## config.mk

```make
export PLATFORM = sky130hd
export DESIGN_NAME = sdac_frontend
export DESIGN_NICKNAME = d
export VERILOG_FILES = /design/src/rtl/sdac_pkg.sv /design/src/rtl/sdac_sync.sv /design/src/rtl/sdac_edge.sv /design/src/rtl/sdac_frame.sv /design/src/rtl/sdac_frontend.sv
export SDC_FILE = /design/constraint.sdc
export NUM_CORES = 1
export LEC_CHECK = 0
export BUFFER_PORTS_ARGS = -buffer_cell sky130_fd_sc_hd__buf_2
export CAP_MARGIN = 0
export CORE_MARGIN = 3
export CORE_UTILIZATION = 50
export DETAILED_ROUTE_END_ITERATION = 7
export HOLD_SLACK_MARGIN = 0.1
export PLACE_DENSITY = 0.7
export SYNTH_ARGS = -nofsm -noshare
export SYNTH_HDL_FRONTEND = slang
export SYNTH_SLANG_ARGS = --single-unit
```

## constraint.sdc

```tcl
create_clock -name clk -period 1.9 [get_ports clk]
set_clock_uncertainty 0.05 [all_clocks]
set_input_delay 0.19 -clock clk [delete_from_list [all_inputs] [get_ports clk]]
set_output_delay 0.19 -clock clk [all_outputs]
set_load 0.005 [all_outputs]
```

## src/rtl/sdac_pkg.sv

```systemverilog
package sdac_pkg;
  localparam int DAC_CODE_W  = 12;
  localparam int DAC_MODE_W  = 2;
  localparam int DAC_PAD_W   = 2;
  localparam int DAC_FRAME_W = DAC_PAD_W + DAC_MODE_W + DAC_CODE_W;
  localparam int DAC_CNT_W   = $clog2(DAC_FRAME_W + 1);

  typedef enum logic [DAC_MODE_W-1:0] {
    MODE_ACTIVE  = 2'b00,
    MODE_PD_LOWR = 2'b01,
    MODE_PD_HIR  = 2'b10,
    MODE_PD_OPEN = 2'b11
  } pd_mode_e;
endpackage

```

## src/rtl/sdac_sync.sv

```systemverilog
module sdac_sync #(
  parameter int W      = 3,
  parameter int STAGES = 2
) (
  input  logic         clk,
  input  logic         rst,
  input  logic [W-1:0] async_i,
  output logic [W-1:0] sync_o
);
  logic [W-1:0] stage_q [STAGES];

  generate
    for (genvar s = 0; s < STAGES; s++) begin : g_stage
      if (s == 0) begin : g_first
        always_ff @(posedge clk) begin
          if (rst) stage_q[s] <= '0;
          else     stage_q[s] <= async_i;
        end
      end else begin : g_next
        always_ff @(posedge clk) begin
          if (rst) stage_q[s] <= '0;
          else     stage_q[s] <= stage_q[s-1];
        end
      end
    end
  endgenerate

  assign sync_o = stage_q[STAGES-1];
endmodule

```

## src/rtl/sdac_edge.sv

```systemverilog
module sdac_edge #(
  parameter int W = 2
) (
  input  logic         clk,
  input  logic         rst,
  input  logic [W-1:0] level_i,
  output logic [W-1:0] rise_o,
  output logic [W-1:0] fall_o
);
  logic [W-1:0] prev_q;

  always_ff @(posedge clk) begin
    if (rst) prev_q <= '0;
    else     prev_q <= level_i;
  end

  generate
    for (genvar b = 0; b < W; b++) begin : g_bit
      assign rise_o[b] = level_i[b] & ~prev_q[b];
      assign fall_o[b] = ~level_i[b] & prev_q[b];
    end
  endgenerate
endmodule

```

## src/rtl/sdac_frame.sv

```systemverilog
module sdac_frame #(
  parameter int FRAME_W = sdac_pkg::DAC_FRAME_W,
  parameter int CNT_W   = $clog2(FRAME_W + 1)
) (
  input  logic               clk,
  input  logic               rst,
  input  logic               frame_fall_i,
  input  logic               frame_rise_i,
  input  logic               sclk_fall_i,
  input  logic               din_i,
  output logic               commit_o,
  output logic               abort_o,
  output logic [FRAME_W-1:0] word_o,
  output logic [CNT_W-1:0]   cnt_o
);
  localparam logic [CNT_W-1:0] LAST_IDX = CNT_W'(FRAME_W - 1);

  logic               armed_q;
  logic [CNT_W-1:0]   cnt_q;
  logic [FRAME_W-1:0] shreg_q;
  logic               take;
  logic [FRAME_W-1:0] word_next;

  assign take      = sclk_fall_i & armed_q;
  assign word_next = {shreg_q[FRAME_W-2:0], din_i};
  assign commit_o  = take & (cnt_q == LAST_IDX);
  assign abort_o   = frame_rise_i & armed_q & ~commit_o;
  assign word_o    = word_next;
  assign cnt_o     = cnt_q;

  always_ff @(posedge clk) begin
    if (rst) begin
      armed_q <= 1'b0;
      cnt_q   <= '0;
      shreg_q <= '0;
    end else if (commit_o) begin
      armed_q <= 1'b0;
      cnt_q   <= '0;
      shreg_q <= '0;
    end else if (frame_rise_i) begin
      armed_q <= 1'b0;
      cnt_q   <= '0;
      shreg_q <= '0;
    end else if (frame_fall_i) begin
      armed_q <= 1'b1;
      cnt_q   <= '0;
      shreg_q <= '0;
    end else if (take) begin
      shreg_q <= word_next;
      cnt_q   <= cnt_q + 1'b1;
    end
  end
endmodule

```

## src/rtl/sdac_frontend.sv

```systemverilog
module sdac_frontend
  import sdac_pkg::*;
#(
  parameter int CODE_W      = DAC_CODE_W,
  parameter int MODE_W      = DAC_MODE_W,
  parameter int PAD_W       = DAC_PAD_W,
  parameter int SYNC_STAGES = 2
) (
  input  logic              clk,
  input  logic              rst,
  input  logic              frame_n_i,
  input  logic              sclk_i,
  input  logic              sdata_i,
  output logic [CODE_W-1:0] code_o,
  output logic [MODE_W-1:0] mode_o,
  output logic              load_o
);
  localparam int FRAME_W = PAD_W + MODE_W + CODE_W;
  localparam int CNT_W   = $clog2(FRAME_W + 1);

  function automatic logic [CODE_W-1:0] code_field(input logic [FRAME_W-1:0] w);
    return w[CODE_W-1:0];
  endfunction

  function automatic logic [MODE_W-1:0] mode_field(input logic [FRAME_W-1:0] w);
    return w[CODE_W +: MODE_W];
  endfunction

  function automatic logic is_active(input logic [MODE_W-1:0] m);
    return m == MODE_W'(0);
  endfunction

  logic [2:0]         pins_sync;
  logic [1:0]         rise_w;
  logic [1:0]         fall_w;
  logic               commit_w;
  logic               abort_w;
  logic [FRAME_W-1:0] word_w;
  logic [CNT_W-1:0]   cnt_w;

  logic [CODE_W-1:0]  code_q;
  logic [MODE_W-1:0]  mode_q;
  logic               load_q;

  sdac_sync #(.W(3), .STAGES(SYNC_STAGES)) u_sync (
    .clk     (clk),
    .rst     (rst),
    .async_i ({frame_n_i, sclk_i, sdata_i}),
    .sync_o  (pins_sync)
  );

  sdac_edge #(.W(2)) u_edge (
    .clk     (clk),
    .rst     (rst),
    .level_i (pins_sync[2:1]),
    .rise_o  (rise_w),
    .fall_o  (fall_w)
  );

  sdac_frame #(.FRAME_W(FRAME_W), .CNT_W(CNT_W)) u_frame (
    .clk          (clk),
    .rst          (rst),
    .frame_fall_i (fall_w[1]),
    .frame_rise_i (rise_w[1]),
    .sclk_fall_i  (fall_w[0]),
    .din_i        (pins_sync[0]),
    .commit_o     (commit_w),
    .abort_o      (abort_w),
    .word_o       (word_w),
    .cnt_o        (cnt_w)
  );

  always_ff @(posedge clk) begin
    if (rst) begin
      code_q <= '0;
      mode_q <= MODE_W'(MODE_ACTIVE);
      load_q <= 1'b0;
    end else begin
      load_q <= commit_w;
      if (commit_w) begin
        mode_q <= mode_field(word_w);
        if (is_active(mode_field(word_w))) code_q <= code_field(word_w);
      end
    end
  end

  assign code_o = code_q;
  assign mode_o = mode_q;
  assign load_o = load_q;
endmodule

```

==> summary.md, run 1 <==
| Metric | Value |
|---|---|
| Status | complete, no violations |
| Overflow left after global routing | 0 |
| Largest fanout on the critical path | 12 |
| CTS tree | yes |
| Synth Register Bits | 42 |
| Num rows | 20 |
| Synth warnings | 0 |
| Setup TNS | 0 ps |
| Filler Cell Count | 284 |
| Max-slew violations | 0 |
| Total Nets Final | 205 |
| Wirelength per Cell | 11.01 um |
| Sequential area share after synthesis | 51.49% |
| Detailed Place HPWL | 1866 um |
| Critical Path Max Stage Delay | 370 ps |
| TritonRoute pass-1 iters | 4 |
| Die Area | 3987 sq um |
| Count of buffers from port buffering | 19 |
| Final Cycle Share | ~95% |
| Via density | between 4 and 5 |
| Critical Path RT | 2120 ps |
| Clock H-tree levels | 2 |
| Max Clk Rate | 0.5552 GHz |
| Critical hold path startpoint | rst |
| Class of the worst hold path | in -> reg |
| Gr usage total | 14.87% |
| Crit path DAT | 2020 ps |
| CP Class | reg -> reg |
| Drt total wl | roughly 2600 um |
| Initial antenna violation count | 0 |
| Antenna diodes | 0 |
| Post-detailed-route count of antenna-violating nets | 0 |
| Final core area utilization | 60.85% |
| Setup violators final | 0 |
| Layout Area Growth over Synthesis | 14.71% |
| VDD IR max | 0.5457 mV |
| Cell count of the worst hold path | 3 |
| Slowest cell on crit path | dfxtp_1 |
| Worst Setup SP | u_frame.cnt_o[1]$_SDFFE_PP0P_ |
| Syn Inst Count | 171 |
| Critical path cell sequence | ha_1 -> and3_1 -> ha_2 -> nand4b_4 -> nor3_4 -> buf_12 -> mux2i_1 |
| # Post-CTS Setup Buffers | 0 |
| DR DRC count | 0 |
| Largest net degree at the start of global routing | 27 |
| Startpoint types | register |
| RSZ-0062 raised after global routing | no |
| Via count | 1149 |
| Worst rel slew slack | 67.02% |
| FF-to-FF path depth | 7 |
| Vias in the first global route | ~1100 |
| Initial drt markers | 46 |
| Synth unique cells | 24 |
| Final min period | 1801 ps |
| Mapped cell area | 1633 sq um |
| Die Span X | 63.15 um |
| CTS buffer count | 5 |
| Clk_lat worst skew | 340 ps |
| Hold endpoint | code_o[2]$_SDFFE_PP0P_ |
| CTS sink cnt | 42 |
| R2R setup slack | 100 ps |
| Placed insts | 230 |
| Share of layout cells above drive strength 1 | 18.97% |
| RePlAce Congestion | 0.8003 |
| Commonest non-fill, non-tap cell in the layout | dfxtp_1 |
| Reg-to-reg critical path endpoint | code_o[1]$_SDFFE_PP0P_ |
| Clock buffer depth | 2 |
| Commonest cells after routing, fill and taps aside | dfxtp_1 (41), nand2_1 (30), nand2b_1 (24) |
| Reg-to-Reg Start | u_frame.cnt_o[1]$_SDFFE_PP0P_ |
| Root Buffer | clkbuf_4 |
| Final Non-Filler Cells | 239 |
| CP delay by family, top | simple AND/OR/NAND/NOR gates |
| Mapped Avg Cell Area | between 9 and 10 sq um |
| Final hold vios | 0 |
| Worst Path Buf+Inv | 1 |
| Global-route wire length before repair | roughly 4700 um |
| Io pins | 20 |
| Max-cap viol count | 0 |
| Initial core utilization | approximately 53% |
| Post-Syn Nets | 180 |
| Lkg Pwr | 0.7085 nW |
| Register clock-pin slew on the reported worst setup and hold paths | 110 ps |
| Die height | approximately 63 um |
| Worst-Margin Slew | 494.7 ps |
| Core area | 3078 sq um |
| CP Capture Type | register |
| Power per cell area | 727.8 nW/um^2 |
[per-layer routing]
layer / up-vias / track usage [%] / routed length (um)
li1: 609 / - / -
met1: 511 / 16.55 / 1212
met2: 27 / 25.16 / 1244
met3: 2 / 5.526 / 154
met4: 0 / 6.612 / 21
met5: - / 0 / 0
[flip-flops by register name, summed over array words and instances, names as in the netlist]
name and flops:
u_frame.armed_q 1, mode_o 2, u_edge.prev_q 2, code_o 12, load_o 1, u_frame.shreg_q 13
u_frame.cnt_o 5, u_sync.stage_q 6
[cells by family (layout without fill, tap and decap cells)]
| kind of cell | after synthesis | count (layout) | share of synthesized area (%) |
|---|---|---|---|
| xor+xnor | 1 | 1 | 0.5365 |
| flops | 42 | 42 | 51.49 |
| compound gates | 22 | 22 | 7.510 |
| buf+inv | 13 | 37 | 3.677 |
| mux | 12 | 12 | 7.357 |
| fa+ha+maj | 4 | 4 | 3.065 |
| simple gates | 77 | 77 | 26.36 |
[worst max path at each step]
| stage | end | depth (start not counted) | slack (ps) |
|---|---|---|---|
| CTS | code_o[1]$_SDFFE_PP0P_ | 7 | 20 |
| finish | code_o[1]$_SDFFE_PP0P_ | 7 | 100 |
| floorplan | code_o[0]$_SDFFE_PP0P_ | 7 | 170 |
| detailed placement | code_o[1]$_SDFFE_PP0P_ | 7 | 40 |
| global route | code_o[7]$_SDFFE_PP0P_ | 7 | 0.8 |
| global placement | code_o[1]$_SDFFE_PP0P_ | 7 | 170 |
[cell usage after synthesis]
| cell | number | share of area (%) |
|---|---|---|
| a2111oi_2 | 1 | 0.92 |
| a211oi_1 | 1 | 0.46 |
| a21oi_1 | 18 | 5.5 |
| and3_1 | 1 | 0.38 |
| and3b_1 | 1 | 0.54 |
| buf_1 | 1 | 0.23 |
| buf_2 | 3 | 0.92 |
| buf_6 | 1 | 0.69 |
| clkbuf_1 | 4 | 0.92 |
| dfxtp_1 | 42 | 51 |
| ha_1 | 4 | 3.1 |
| inv_1 | 4 | 0.92 |
| mux2i_1 | 12 | 7.4 |
| nand2_1 | 30 | 6.9 |
| nand2b_1 | 24 | 9.2 |
| nand3_1 | 3 | 0.92 |
| nand3b_2 | 2 | 1.4 |
| nand4b_4 | 1 | 1.5 |
| nor2_1 | 5 | 1.1 |
| nor2b_1 | 7 | 2.7 |
| nor3_4 | 1 | 1.0 |
| o21ai_0 | 2 | 0.61 |
| or3_1 | 2 | 0.77 |
| xnor2_1 | 1 | 0.54 |
[through the flow]
step                hold slack [ps]  area, sq um  worst slack, ps  power, mW
floorplan                     268.2         1633            173.2     0.9450
global route                  354.3         1873           0.8362      1.422
CTS                           305.7         1869            20.24      1.376
detailed placement            364.6         1788            42.20     0.9579
finish                        307.2         1873            98.80      1.363
global placement              346.1         1788            174.2     0.9559
[report_power, final]
part	internal [mW]	switching [mW]	leakage (nW)	total, mW
clock network	0.167	0.255	0.0302	0.422
registers	0.888	0.00428	0.340	0.892
logic	0.0260	0.0237	0.338	0.0496
total	1.08	0.283	0.708	1.36
[tightest hold or removal path, delay by kind of cell]
family                 cells  cell delay (ps)
multiplexers               1               50
AND/OR/NAND/NOR            1              150
buffers and inverters      1              270
[final cells by class]
type                            instances  area, sq um  area share, %
Clock buffer                            6        51.30          2.739
Inverter                                4        15.01         0.8016
Multi-Input combinational cell        116        734.5          39.21
Tap cell                               44        55.05          2.939
Sequential cell                        42        842.1          44.96
Timing Repair Buffer                   27        175.2          9.352
[repair_timing]
| action | 4_1_cts | 5_1_grt |
|---|---|---|
| hold endpoints to repair | 3 | 0 |
| endpoints found under the setup margin | 0 | 24 |
| hold buffers | 3 | 0 |
| resized for setup | 0 | 2 |
Note: power is estimated with default switching activity, not from simulation.
==> inputs of run 2 (changes only) <==
--- a/config.mk
+++ b/config.mk
@@ -7,11 +7,13 @@
 export LEC_CHECK = 0
 export BUFFER_PORTS_ARGS = -buffer_cell sky130_fd_sc_hd__buf_2
 export CAP_MARGIN = 0
+export CELL_PAD_IN_SITES_DETAIL_PLACEMENT = 0
+export CELL_PAD_IN_SITES_GLOBAL_PLACEMENT = 2
 export CORE_MARGIN = 3
-export CORE_UTILIZATION = 50
+export CORE_UTILIZATION = 35
 export DETAILED_ROUTE_END_ITERATION = 7
 export HOLD_SLACK_MARGIN = 0.1
-export PLACE_DENSITY = 0.7
+export PLACE_DENSITY_LB_ADDON = 0.1
 export SYNTH_ARGS = -nofsm -noshare
 export SYNTH_HDL_FRONTEND = slang
 export SYNTH_SLANG_ARGS = --single-unit
==> run 2 against run 1 <==
Sequential power about the same. Final cell count increased by 5.9%. Routed wire length increased by 13%. Via count increased by 0.87%.
==> summary.md, run 2 (synthesized netlist as in run 1, its figures left out) <==
| Metric | Value |
|---|---|
| Status | complete, no violations |
| Setup violators final | 0 |
| Total power | 1.628 mW |
| Critical Path Max Stage Delay | 350 ps |
| Root Buffer | clkbuf_8 |
| Register clock-pin slew on the reported worst setup and hold paths | about 80 ps |
| Total Nets Final | 209 |
| Final min period | 1796 ps |
| TritonRoute pass-1 iters | 3 |
| Io pins | 20 |
| Reg-to-reg critical path endpoint | code_o[10]$_SDFFE_PP0P_ |
| Final Cycle Share | between 90% and 100% |
| Fin area | around 2000 sq um |
| Worst-Margin Slew | 282.8 ps |
| Final setup margin | a little over 100 ps |
| Commonest non-fill, non-tap cell in the layout | dfxtp_1 |
| Critical path cell sequence | ha_1 -> and3_4 -> ha_4 -> nand4b_4 -> nor3_4 -> clkbuf_16 -> mux2i_1 |
| Largest fanout on the critical path | 6 |
| Core area | 4444 sq um |
| Global-route wire length before repair | a little under 5000 um |
| Num rows | 24 |
| Most flop-heavy register | u_frame.shreg_q |
| GR peak layer | met2 |
| Largest net degree at the start of global routing | 21 |
| Critical hold path startpoint | rst |
| Worst hold slack | around 360 ps |
| VDD IR max | 0.3820 mV |
| Crit path DAT | approximately 2000 ps |
| Cell count of the worst hold path | 3 |
| Gr usage total | 11.79% |
| Antenna diodes | 0 |
| Die Span X | 74.30 um |
| CTS sink cnt | 42 |
| Clk_lat worst skew | 280 ps |
| Reg-to-Reg Start | u_frame.cnt_o[0]$_SDFFE_PP0P_ |
| Die height | 74.30 um |
| M3 GR Usage | under 10% |
| Initial core utilization | 36.74% |
| Clock H-tree levels | 2 |
| Post-detailed-route count of antenna-violating nets | 0 |
| CTS tree | yes |
| Power per cell area | 808.0 nW/um^2 |
| Share of layout cells above drive strength 1 | 21.39% |
| Die Area | 5520 sq um |
| R2R setup slack | 100 ps |
| RePlAce Congestion | 0.7068 |
| Critical Path RT | ~2100 ps |
| Class of the worst hold path | in -> reg |
| Via density | roughly 4.6 |
| Drt total wl | approximately 3000 um |
| Clock buffer depth | 2 |
| Placed cell areas | 1818 sq um |
| CP delay by family, top | simple AND/OR/NAND/NOR gates |
| Hold endpoint | code_o[4]$_SDFFE_PP0P_ |
| Lkg Pwr | 0.7604 nW |
| Vias in the first global route | 1056 |
| Wirelength per Cell | 11.75 um |
| Commonest cells after routing, fill and taps aside | dfxtp_1 (40), nand2_1 (30), nand2b_1 (24) |
| Max-cap viol count | 0 |
| Layout Area Growth over Synthesis | 23.37% |
| Detailed Place HPWL | 1933 um |
| Worst rel slew slack | between 80% and 90% |
| Overflow left after global routing | 0 |
| Worst Path Buf+Inv | 1 |
| Setup TNS | 0 ps |
| Max FFs per register | 13 |
| Count of buffers from port buffering | 19 |
| CTS buffer count | 5 |
| Met1 usage | 13.99% |
| CP Capture Type | register |
| Final hold vios | 0 |
| Slowest cell on crit path | dfxtp_2 |
| Initial antenna violation count | 0 |
| Met2 Use GR | 19.29% |
| DR DRC count | 0 |
| Max Clk Rate | 0.5568 GHz |
| Initial drt markers | 45 |
| Via count | between 1000 and 1500 |
| CP Class | reg -> reg |
| Startpoint types | register |
| RSZ-0062 raised after global routing | no |
| FF-to-FF path depth | 7 |
| Placement Setup Slack | 80.47 ps |
| Max-slew violations | 0 |
## run 2: cell types whose count changed in the layout (fill, tap and decap cells not counted), sizes merged
cell,before,now
bufinv,0,1
buf,24,27
clkbuf,6,8
## run 2: worst reg2reg max path: stages (launching register included)
cell and delay, ps:
dfxtp_2 350, ha_1 160, and3_4 190, ha_4 160
nand4b_4 120, nor3_4 300, clkbuf_16 220, mux2i_1 170
## run 2: repair_timing
action                                 CTS  global route
hold buffers                             3             0
resized for setup                        0             5
setup endpoints to repair                0            12
endpoints found under the hold margin    3             0
buffers inserted                         0             2
## run 2: where the power goes
part	leakage, nW	internal (mW)	switching [mW]	total [mW]
Clock	0.0524	0.393	0.287	0.680
Sequential	0.341	0.887	0.00438	0.892
Combinational	0.367	0.0299	0.0260	0.0559
## run 2: stage by stage
| step | std cells | util, % |
|---|---|---|
| floorplan | 171 | - |
| global placement | 239 | 40.91 |
| detailed placement | 239 | 40.91 |
| CTS | 250 | 43.98 |
| global route | 253 | 45.33 |
| finish | 253 | 45.33 |
## run 2: area by class of cell
| type | count | area [sq um] |
|---|---|---|
| clock inverter | 1 | 30.03 |
| timing repair buffer | 31 | 235.2 |
| clock buffer | 7 | 76.32 |
| inverter | 4 | 15.01 |
| sequential | 42 | 843.3 |
| tap | 52 | 65.06 |
| multi-input combinational | 116 | 749.5 |
| fill | 439 | 2430 |
## run 2: worst max-delay path by stage
stage                             startpoint                      end  slack [ps]  cells past startpoint
6_report       u_frame.cnt_o[0]$_SDFFE_PP0P_  code_o[10]$_SDFFE_PP0P_         100                      7
5_1_grt        u_frame.cnt_o[0]$_SDFFE_PP0P_  code_o[10]$_SDFFE_PP0P_           2                      7
2_1_floorplan  u_frame.cnt_o[0]$_SDFFE_PP0P_   code_o[0]$_SDFFE_PP0P_         170                      7
3_3_place_gp   u_frame.cnt_o[0]$_SDFFE_PP0P_  code_o[10]$_SDFFE_PP0P_         150                      7
3_5_place_dp   u_frame.cnt_o[0]$_SDFFE_PP0P_  code_o[10]$_SDFFE_PP0P_          80                      7
4_1_cts        u_frame.cnt_o[0]$_SDFFE_PP0P_  code_o[10]$_SDFFE_PP0P_          70                      7
## run 2: metal layers
layer | up-vias | part of all wire [%]
met5 | - | 0
met4 | 0 | 0.50
met3 | 2 | 3.5
met2 | 20 | 45
met1 | 524 | 51
li1 | 613 | -
==> inputs of run 3 (changes only) <==
--- a/config.mk
+++ b/config.mk
@@ -7,13 +7,12 @@
 export LEC_CHECK = 0
 export BUFFER_PORTS_ARGS = -buffer_cell sky130_fd_sc_hd__buf_2
 export CAP_MARGIN = 0
-export CELL_PAD_IN_SITES_DETAIL_PLACEMENT = 0
-export CELL_PAD_IN_SITES_GLOBAL_PLACEMENT = 2
+export CORE_ASPECT_RATIO = 1.5
 export CORE_MARGIN = 3
-export CORE_UTILIZATION = 35
+export CORE_UTILIZATION = 50
 export DETAILED_ROUTE_END_ITERATION = 7
 export HOLD_SLACK_MARGIN = 0.1
-export PLACE_DENSITY_LB_ADDON = 0.1
+export PLACE_DENSITY = 0.7
 export SYNTH_ARGS = -nofsm -noshare
 export SYNTH_HDL_FRONTEND = slang
 export SYNTH_SLANG_ARGS = --single-unit
==> run 3 against run 2 <==
Sequential power hardly changed. Largest power group unchanged. Worst hold slack worse by 170 ps. Clock power is 2% higher. Setup slack got worse by 19 ps. Critical path depth stayed put. Critical path type unchanged. Routed wire length down 5.8%. Sequential share of layout area up 0.33 points. Register-to-register slack got worse by 20 ps. Combinational power decreased by 2%. Fmax decreased by 1.1%. Critical endpoint is now code_o[6]$_SDFFE_PP0P_. Die area down 28%. Final cell count shrank 5.9%.
==> summary.md, run 3 (synthesized netlist as in run 1, its figures left out) <==
| Metric | Value |
|---|---|
| Status | complete, no violations |
| Largest fanout on the critical path | 6 |
| Class of the worst hold path | in -> reg |
| VDD IR max | approximately 0.7 mV |
| Initial core utilization | 54.37% |
| Cell count of the worst hold path | 2 |
| Final setup margin | 84.72 ps |
| Layout Area Growth over Synthesis | 22.22% |
| Wirelength per Cell | between 10 and 15 um |
| CP Capture Type | register |
| Critical Path RT | 2070 ps |
| Drt total wl | 2799 um |
| CTS tree | yes |
| Critical hold path startpoint | rst |
| Root Buffer | clkbuf_8 |
| Max FFs per register | 13 |
| Die height | 75.99 um |
| Total power | 1.643 mW |
| Register clock-pin slew on the reported worst setup and hold paths | 70 ps |
| Clock buffer depth | 2 |
| Power per cell area | 823.5 nW/um^2 |
| Core area | ~3000 sq um |
| Clk_lat worst skew | 290 ps |
| Count of buffers from port buffering | 19 |
| Final Cycle Share | roughly 96% |
| Setup violators final | 0 |
| Antenna diodes | 0 |
| DR DRC count | 0 |
| Max Clk Rate | 0.5509 GHz |
| Worst-Margin Slew | 360.7 ps |
| Hold endpoint | u_sync.stage_q[1][2]$_SDFF_PP0_ |
| Commonest non-fill, non-tap cell in the layout | dfxtp_1 |
| Detailed Place HPWL | 1950 um |
| Overflow left after global routing | 0 |
| Vias in the first global route | 1153 |
| Crit path DAT | between 1500 and 2000 ps |
| Final hold vios | 0 |
| Commonest cells after routing, fill and taps aside | dfxtp_1 (41), nand2_1 (30), nand2b_1 (24) |
| CP Class | reg -> reg |
| Placed cell areas | between 1500 and 2000 sq um |
| Largest net degree at the start of global routing | 26 |
| Initial drt markers | 27 |
| Final min period | approximately 1800 ps |
| Clock H-tree levels | 2 |
| Post-detailed-route count of antenna-violating nets | 0 |
| Max-cap viol count | 0 |
| Placement Setup Slack | 72.68 ps |
| Fin area | ~2000 sq um |
| CTS buffer count | 5 |
| RePlAce Congestion | 0.8403 |
| Via count | 1182 |
| Die Area | roughly 4000 sq um |
| Final core area utilization | 66.46% |
| Max-slew violations | 0 |
| Die Span X | 52.66 um |
| Reg-to-reg critical path endpoint | code_o[6]$_SDFFE_PP0P_ |
| Share of layout cells above drive strength 1 | 21.11% |
| Global-route wire length before repair | 5064 um |
| CTS sink cnt | 42 |
| Io pins | 20 |
| Via density | 4.966 |
| Num rows | 24 |
| Reg-to-Reg Start | u_frame.cnt_o[1]$_SDFFE_PP0P_ |
| Most flop-heavy register | u_frame.shreg_q |
| Startpoint types | register |
| Total Nets Final | between 200 and 250 |
| Initial antenna violation count | 0 |
| FF-to-FF path depth | 7 |
| Placed insts | 225 |
| Lkg Pwr | 0.7592 nW |
| Final Non-Filler Cells | 238 |
| Worst rel slew slack | 75.95% |
| R2R setup slack | 80 ps |
| TritonRoute pass-1 iters | 4 |
| Gr usage total | 16.67% |
-- run 3: changes by cell type in the layout (fill, tap and decap cells not counted) --
cell      delta
clkbuf_1     -2
clkbuf_8     +1
buf_4        -1
dfxtp_1      +1
dfxtp_2      -1
-- run 3: how the worst max path moves through the flow --
stage | from | end | cells after the start | slack [ps]
after floorplan | u_frame.cnt_o[0]$_SDFFE_PP0P_ | code_o[0]$_SDFFE_PP0P_ | 7 | 170
after global placement | u_frame.cnt_o[0]$_SDFFE_PP0P_ | code_o[11]$_SDFFE_PP0P_ | 7 | 180
after detailed placement | u_frame.cnt_o[0]$_SDFFE_PP0P_ | code_o[0]$_SDFFE_PP0P_ | 7 | 70
after CTS | u_frame.cnt_o[0]$_SDFFE_PP0P_ | code_o[0]$_SDFFE_PP0P_ | 7 | 50
after global routing | u_frame.cnt_o[1]$_SDFFE_PP0P_ | code_o[3]$_SDFFE_PP0P_ | 7 | -7
final | u_frame.cnt_o[1]$_SDFFE_PP0P_ | code_o[6]$_SDFFE_PP0P_ | 7 | 80
-- run 3: timing repair --
item                                    4_1_cts  5_1_grt
hold buffers                                  3        0
resized for setup                             0        4
endpoints found under the setup margin        0       12
endpoints found under the hold margin         3        0
setup buffers                                 0        2
-- run 3: layout make-up --
type / count / area [sq um]
fillers: 252 / 1007
multi-input cells: 116 / 749.5
repair buffers: 30 / 227.7
inverters: 4 / 15.01
flip-flops and latches: 42 / 842.1
clock inverters: 1 / 30.03
clock buffers: 6 / 82.58
well taps: 39 / 48.80
-- run 3: power breakdown --
part	total (mW)	internal, mW	switching [mW]
registers	0.892	0.888	0.00439
logic	0.0546	0.0298	0.0249
clock network	0.697	0.420	0.277
-- run 3: critical path: stages (launching register included) --
cell and delay, ps:
dfxtp_1 350, ha_1 180, and3_4 200, ha_4 160, nand4b_4 130, nor3_4 300
clkbuf_16 210, mux2i_1 170
-- run 3: metrics by stage --
stage / TNS (ps) / hold slack, ps
global route: -14.01 / 183.6
finish: 0 / 191.0
CTS: 0 / 171.2
global placement: 0 / 349.0
floorplan: 0 / 268.2
detailed placement: 0 / 359.1
-- run 3: per-layer routing --
metal | vias to the layer above | global-route usage (%) | routed length [um]
met3 | 7 | 6.067 | 124
met1 | 544 | 18.73 | 1161
met2 | 22 | 27.24 | 1459
li1 | 609 | - | -
met4 | 0 | 7.417 | 54
met5 | - | 0 | 0
